`src/rtl/cpu_pkg.sv`:
```
package cpu_pkg;
  localparam int DATA_W  = 16;
  localparam int ADDR_W  = 8;
  localparam int NREG    = 8;
  localparam int FIELD_W = 4;
  localparam int OPC_LSB = 12;
  localparam int RD_LSB  = 8;
  localparam int RS_LSB  = 4;
  localparam int RT_LSB  = 0;

  typedef enum logic [FIELD_W-1:0] {
    OPC_ADD = 4'd0, OPC_SUB = 4'd1, OPC_AND = 4'd2, OPC_OR = 4'd3,
    OPC_XOR = 4'd4, OPC_LOAD = 4'd5, OPC_STORE = 4'd6, OPC_BZ = 4'd7,
    OPC_JMP = 4'd8
  } opcode_e;

  typedef enum logic [2:0] {
    ALU_ADD, ALU_SUB, ALU_AND, ALU_OR, ALU_XOR
  } aluop_e;

  typedef enum logic [2:0] {
    ST_FETCH, ST_DECODE, ST_EXALU, ST_LDADDR, ST_LDWB, ST_STORE,
    ST_BRTEST, ST_BRTAKE
  } state_e;

  typedef enum logic [1:0] {
    BSEL_ONE, BSEL_REG, BSEL_ZERO
  } bsel_e;

  typedef struct packed {
    logic   memRead;
    logic   memWrite;
    logic   addrFromIr;
    logic   irLoad;
    logic   pcLoad;
    logic   pcFromIr;
    logic   aFromPc;
    bsel_e  bSel;
    logic   aPortRd;
    logic   regWrite;
    logic   wrFromMem;
    aluop_e aluOp;
  } ctrl_t;
endpackage

```
`src/rtl/cpu_alu.sv`:
```
module cpu_alu
  import cpu_pkg::*;
#(
  parameter int W = DATA_W
) (
  input  logic [W-1:0] a,
  input  logic [W-1:0] b,
  input  aluop_e       op,
  output logic [W-1:0] y,
  output logic         zero
);
  always_comb begin
    unique case (op)
      ALU_SUB: y = a - b;
      ALU_AND: y = a & b;
      ALU_OR:  y = a | b;
      ALU_XOR: y = a ^ b;
      default: y = a + b;
    endcase
  end
  assign zero = (y == '0);
endmodule

```
`src/rtl/cpu_regfile.sv`:
```
module cpu_regfile
  import cpu_pkg::*;
#(
  parameter int W  = DATA_W,
  parameter int N  = NREG,
  parameter int FW = FIELD_W
) (
  input  logic          clk,
  input  logic          rst,
  input  logic [FW-1:0] raddrA,
  input  logic [FW-1:0] raddrB,
  input  logic [FW-1:0] waddr,
  input  logic          wen,
  input  logic [W-1:0]  wdata,
  output logic [W-1:0]  rdataA,
  output logic [W-1:0]  rdataB
);
  logic [W-1:0] regs [N];

  assign rdataA = regs[int'(raddrA) % N];
  assign rdataB = regs[int'(raddrB) % N];

  for (genvar i = 0; i < N; i++) begin : g_reg
    always_ff @(posedge clk) begin
      if (rst) regs[i] <= '0;
      else if (wen && (int'(waddr) % N) == i) regs[i] <= wdata;
    end
  end
endmodule

```
`src/rtl/cpu_control.sv`:
```
module cpu_control
  import cpu_pkg::*;
(
  input  logic               clk,
  input  logic               rst,
  input  logic [FIELD_W-1:0] fetchOp,
  input  logic [FIELD_W-1:0] irOp,
  input  logic               aluZero,
  output ctrl_t              ctl,
  output state_e             state
);
  state_e nextState;

  always_ff @(posedge clk) begin
    if (rst) state <= ST_FETCH;
    else     state <= nextState;
  end

  always_comb begin
    nextState = ST_FETCH;
    unique case (state)
      ST_FETCH:  nextState = ST_DECODE;
      ST_DECODE: begin
        case (opcode_e'(fetchOp))
          OPC_ADD, OPC_SUB, OPC_AND, OPC_OR, OPC_XOR: nextState = ST_EXALU;
          OPC_LOAD:  nextState = ST_LDADDR;
          OPC_STORE: nextState = ST_STORE;
          OPC_BZ:    nextState = ST_BRTEST;
          OPC_JMP:   nextState = ST_BRTAKE;
          default:   nextState = ST_FETCH;
        endcase
      end
      ST_LDADDR: nextState = ST_LDWB;
      ST_BRTEST: nextState = aluZero ? ST_BRTAKE : ST_FETCH;
      default:   nextState = ST_FETCH;
    endcase
  end

  aluop_e irAluOp;
  always_comb begin
    case (opcode_e'(irOp))
      OPC_SUB: irAluOp = ALU_SUB;
      OPC_AND: irAluOp = ALU_AND;
      OPC_OR:  irAluOp = ALU_OR;
      OPC_XOR: irAluOp = ALU_XOR;
      default: irAluOp = ALU_ADD;
    endcase
  end

  // Moore outputs: a function of the present state only (IR is a held register)
  always_comb begin
    ctl = '{bSel: BSEL_REG, aluOp: ALU_ADD, default: 1'b0};
    unique case (state)
      ST_FETCH: begin
        ctl.memRead = 1'b1;
        ctl.aFromPc = 1'b1;
        ctl.bSel    = BSEL_ONE;
        ctl.pcLoad  = 1'b1;
      end
      ST_DECODE: ctl.irLoad = 1'b1;
      ST_EXALU: begin
        ctl.regWrite = 1'b1;
        ctl.aluOp    = irAluOp;
      end
      ST_LDADDR: begin
        ctl.memRead    = 1'b1;
        ctl.addrFromIr = 1'b1;
      end
      ST_LDWB: begin
        ctl.regWrite  = 1'b1;
        ctl.wrFromMem = 1'b1;
      end
      ST_STORE: begin
        ctl.memWrite   = 1'b1;
        ctl.addrFromIr = 1'b1;
        ctl.aPortRd    = 1'b1;
      end
      ST_BRTEST: begin
        ctl.aPortRd = 1'b1;
        ctl.bSel    = BSEL_ZERO;
      end
      ST_BRTAKE: begin
        ctl.pcLoad   = 1'b1;
        ctl.pcFromIr = 1'b1;
      end
      default: ;
    endcase
  end
endmodule

```
`src/rtl/cpu_datapath.sv`:
```
module cpu_datapath
  import cpu_pkg::*;
(
  input  logic               clk,
  input  logic               rst,
  input  ctrl_t              ctl,
  input  logic [DATA_W-1:0]  memRdata,
  output logic [ADDR_W-1:0]  memAddr,
  output logic [DATA_W-1:0]  memWdata,
  output logic [FIELD_W-1:0] irOp,
  output logic               aluZero,
  output logic [ADDR_W-1:0]  pcVal
);
  logic [ADDR_W-1:0] pc;
  logic [DATA_W-1:0] ir;
  logic [DATA_W-1:0] rdA, rdB, aluA, aluB, aluY, wrData;
  logic [FIELD_W-1:0] fieldRd, fieldRs, fieldRt;

  assign fieldRd = ir[RD_LSB +: FIELD_W];
  assign fieldRs = ir[RS_LSB +: FIELD_W];
  assign fieldRt = ir[RT_LSB +: FIELD_W];
  assign irOp    = ir[OPC_LSB +: FIELD_W];

  always_ff @(posedge clk) begin
    if (rst) begin
      pc <= '0;
      ir <= '0;
    end else begin
      if (ctl.irLoad) ir <= memRdata;
      if (ctl.pcLoad) pc <= ctl.pcFromIr ? ir[ADDR_W-1:0] : aluY[ADDR_W-1:0];
    end
  end

  cpu_regfile u_rf (
    .clk    (clk),
    .rst    (rst),
    .raddrA (ctl.aPortRd ? fieldRd : fieldRs),
    .raddrB (fieldRt),
    .waddr  (fieldRd),
    .wen    (ctl.regWrite),
    .wdata  (wrData),
    .rdataA (rdA),
    .rdataB (rdB)
  );

  assign aluA = ctl.aFromPc ? {{(DATA_W-ADDR_W){1'b0}}, pc} : rdA;
  always_comb begin
    unique case (ctl.bSel)
      BSEL_ONE:  aluB = DATA_W'(1);
      BSEL_ZERO: aluB = '0;
      default:   aluB = rdB;
    endcase
  end

  cpu_alu u_alu (
    .a    (aluA),
    .b    (aluB),
    .op   (ctl.aluOp),
    .y    (aluY),
    .zero (aluZero)
  );

  assign wrData   = ctl.wrFromMem ? memRdata : aluY;
  assign memAddr  = ctl.addrFromIr ? ir[ADDR_W-1:0] : pc;
  assign memWdata = rdA;
  assign pcVal    = pc;
endmodule

```
`src/rtl/cpu_core.sv`:
```
module cpu_core
  import cpu_pkg::*;
(
  input  logic              clk,
  input  logic              rst,
  output logic [ADDR_W-1:0] memAddr,
  output logic              memRead,
  output logic              memWrite,
  output logic [DATA_W-1:0] memWdata,
  input  logic [DATA_W-1:0] memRdata
);
  ctrl_t              ctl;
  state_e             curState;
  logic [FIELD_W-1:0] irOp;
  logic               aluZero;
  logic [ADDR_W-1:0]  pcVal;

  cpu_control u_ctrl (
    .clk     (clk),
    .rst     (rst),
    .fetchOp (memRdata[OPC_LSB +: FIELD_W]),
    .irOp    (irOp),
    .aluZero (aluZero),
    .ctl     (ctl),
    .state   (curState)
  );

  cpu_datapath u_dp (
    .clk      (clk),
    .rst      (rst),
    .ctl      (ctl),
    .memRdata (memRdata),
    .memAddr  (memAddr),
    .memWdata (memWdata),
    .irOp     (irOp),
    .aluZero  (aluZero),
    .pcVal    (pcVal)
  );

  assign memRead  = ctl.memRead;
  assign memWrite = ctl.memWrite;
endmodule

```
`config.mk`:
```
export PLATFORM = sky130hd
export DESIGN_NAME = cpu_core
export DESIGN_NICKNAME = d
export VERILOG_FILES = /design/src/rtl/cpu_pkg.sv /design/src/rtl/cpu_alu.sv /design/src/rtl/cpu_regfile.sv /design/src/rtl/cpu_control.sv /design/src/rtl/cpu_datapath.sv /design/src/rtl/cpu_core.sv
export SDC_FILE = /design/constraint.sdc
export NUM_CORES = 1
export LEC_CHECK = 0
export BUFFER_PORTS_ARGS = -buffer_cell sky130_fd_sc_hd__buf_2
export CAP_MARGIN = 10
export CORE_MARGIN = 8
export CORE_UTILIZATION = 52
export CTS_BUF_LIST = sky130_fd_sc_hd__clkbuf_4
export DETAILED_ROUTE_END_ITERATION = 10
export GPL_TIMING_DRIVEN = 0
export PLACE_DENSITY = 0.69
export SETUP_SLACK_MARGIN = 0.2
export SLEW_MARGIN = 20
export SYNTH_ARGS = -nofsm -noshare
export SYNTH_HDL_FRONTEND = slang
export SYNTH_SLANG_ARGS = --single-unit
```
`constraint.sdc`:
```
create_clock -name clk -period 8.8 [get_ports clk]
set_clock_uncertainty 0.05 [all_clocks]
set_input_delay 0.88 -clock clk [delete_from_list [all_inputs] [get_ports clk]]
set_output_delay 0.88 -clock clk [all_outputs]
set_load 0.1 [all_outputs]
```
==> results by group <==
Status
  – Status: finished, final reports clean

Clock network
  – Max clock buf depth: 2
  – Clk sinks: about 160
  – Total CTS buffers: 17
  – CTS tree: yes
  – Buffer count from post-CTS setup fixing: 0
  – Post-CTS Resized: 0
  – Clock slew at reported path FFs: 160 ps
  – CTS Hold Buffers Added: 0
  – Clk Latency, worst-skew pair: 600 ps
  – Htree depth: 4
  – CTS Root Cell: clkbuf_4

Synthesis
  – Yosys warning total: 0
  – Synth unique cells: 71
  – Avg Cell Area, Syn: about 10 um^2
  – Most frequent cell after synthesis: nor2_1
  – Register area share after synthesis: 0.4225
  – Cell count after synthesis: 1001
  – Largest area contributor in the netlist: edfxtp_1
  – EDFF count, synth: ~130
  – Yosys top cell area share: 0.3670
  – Net count after synthesis: 1070
  – Synth top area cells: edfxtp_1 (37%), mux4_2 (13%), nor2_1 (7.3%)
  – Mapped Area: 10470 um^2
  – Synth top cells by count: nor2_1 (204), edfxtp_1 (128), nand2_1 (77)
  – Synth Register Bits: 157
  – Synth async-reset ratio: 0
  – Post-synth top flop: edfxtp_1

STA
  – Total negative setup slack: 0 ps
  – Final Critical Period: around 6600 ps
  – Pins Over Slew Limit: 0
  – Fmax achieved: ~150 MHz
  – WHS: 427.9 ps
  – # setup viols final: 0
  – Final worst-path cycle share: 0.7452
  – Worst Tran Pin Value: between 1000 and 1500 ps
  – Final hold vios: 0
  – Slew headroom: 0.3043
  – RSZ-0062 raised after global routing: false
  – Setup ws final: 2243 ps

Critical path
  – Worst setup SP type: flip-flop
  – Worst Path Arrival: 6840 ps
  – Crit Path Max Fanout: 10
  – Critical Setup Path Class: reg -> reg
  – CP Capture Type: flip-flop
  – Critical path required time: 9080 ps

Final layout
  – Final cell count without fillers: about 1300
  – Layout Utilization: 0.5667
  – Nets: 1131
  – Share of cells above drive strength 1: 0.1749
  – # fillers: 1768
  – Area Growth Syn to Fin: 8.077%
  – Cell area after layout: roughly 11000 um^2

Floorplan
  – Die H: 157.9 um
  – Initial core utilization: 0.5243
  – Ports: 44
  – Core Area: 19970 um^2
  – Die X-Extent: 157.9 um
  – Die Area: roughly 25000 um^2
  – Row count: 52

Route
  – DRC violations left: 0
  – Number of vias per cell: roughly 6.3
  – Met2 WL: 15450 um
  – Sum of routed wire segments on met1: 12370 um
  – Routed wire length on met3: 2875 um
  – Top sig layer: met4
  – Final ANT Viol Nets: 0
  – Post-DR wirelength/cell: 23.63 um
  – Post-Route WL: 31810 um
  – Routed via count: between 8000 and 9000
  – DRT Pass-1 Iters: 5
  – Initial detailed-routing violation count: 867

Placed design
  – Area after DPL: 11020 um^2
  – Port-buffer cells: 42
  – Post-DP HPWL: 23620 um
  – Post-Place Cells: 1313
  – Final RePlAce weighted congestion: 0.9815
  – Post-Place Setup Slack: 2532 ps

Global routing
  – Global-route wire length before repair: roughly 48000 um
  – All-Layer GR Usage: 0.2630
  – Initial antenna violation count: 1
  – Vias in the first global route: 8120
  – Pin count of the biggest net entering global routing: 19
  – Total grt overflow: 0

Power
  – Total power: 2.441 mW
  – LEAKAGE: 4.548 nW
  – Power density cells: 215.7 nW/um^2
  – Worst VDD drop: 0.07257 mV

Run
  – MaxCap Viol Count: 0

Hold path
  – Worst Hold Class: reg -> reg
==> layout by cell type, fill, tap and decap left out, types with 4 or more instances in the layout <==
cell	n
mux2i_1	42
inv_1	57
buf_4	4
a21oi_1	52
nor2_1	204
o31ai_1	6
nor2b_1	8
o21a_1	6
ha_1	50
and3_1	6
nand3_1	7
nand2b_1	6
nor3_1	17
nor2_2	8
mux2_2	14
a211oi_1	9
xnor2_1	18
nand2_1	77
a22oi_1	10
a221oi_1	5
a31oi_1	5
mux4_2	60
o21ai_1	11
inv_8	6
dfxtp_1	29
edfxtp_1	128
a21o_1	22
clkbuf_1	40
o21ai_0	18
buf_2	50
clkbuf_4	17
nor4_1	5
buf_6	4
or3_1	5
==> logic make-up (layout without fill, tap and decap cells) <==
kind of cell | Yosys count | count (layout) | synth area share
buffers and inverters | 118 | 192 | 0.04910
xor gates and xnor gates | 20 | 20 | 0.01852
other | 0 | 1 | 0
AOI/OAI and AO/OA | 173 | 173 | 0.1087
DFF | 157 | 157 | 0.4225
adders and majority gates | 51 | 51 | 0.06165
and+or+nand+nor | 366 | 366 | 0.1553
muxes | 116 | 116 | 0.1842
==> power breakdown <==
group | internal (mW) | switching (mW) | leakage [nW]
clock network | 0.133 | 0.317 | 0.157
registers | 0.846 | 0.0302 | 1.56
logic | 0.323 | 0.792 | 2.83
total | 1.30 | 1.14 | 4.55
==> layout make-up <==
class | count | area [um^2] | area share
diodes | 1 | 2.502 | 0.0002211
plain buffers | 60 | 296.5 | 0.02620
clock buffers | 17 | 127.6 | 0.01128
clock inverters | 15 | 167.7 | 0.01481
inverters | 58 | 217.7 | 0.01923
multi-input cells | 726 | 5534 | 0.4889
flip-flops and latches | 157 | 4424 | 0.3909
well taps | 270 | 337.8 | 0.02985
repair buffers | 42 | 210.2 | 0.01857
==> registers in the layout, indices dropped and copies added, names as in the netlist, named ones only <==
signal / count
u_dp.u_rf.regs: 128
u_dp.ir: 15
u_ctrl.state: 3
u_dp.pcVal: 8
==> critical path, cell delays in order (launching register included) <==
cell and delay, ps:
dfxtp_1 480, clkbuf_1 370, a21boi_1 170, nor2_1 650, clkbuf_1 840, mux2i_1 650, nand2_1 110, o21ai_0 160
inv_1 120, ha_1 340, nor2b_1 250, o2111ai_1 200, a21oi_1 250, o21a_1 220, o31a_1 200, a211oi_1 90
a221o_1 320, mux2i_1 690, nor2_1 130
==> metal layers <==
layer  vias to the layer above  track usage
li1                       3758            -
met1                      4139       0.3337
met2                       466       0.4325
met3                        78      0.04832
met4                         0       0.1165
met5                         -            0
==> worst paths after layout <==
| path | cells past startpoint | startpoint | slack (ps) | to |
|---|---|---|---|---|
| max | 18 | u_ctrl.state[2] | 2240 | u_dp.u_rf.regs[1][12] |
| min reg2reg | 2 | u_dp.ir[15] | 430 | u_dp.ir[15] |
| max reg2reg | 18 | u_ctrl.state[2] | 2240 | u_dp.u_rf.regs[1][12] |
| min | 2 | u_dp.ir[15] | 430 | u_dp.ir[15] |
(Power assumes the default switching activity.)
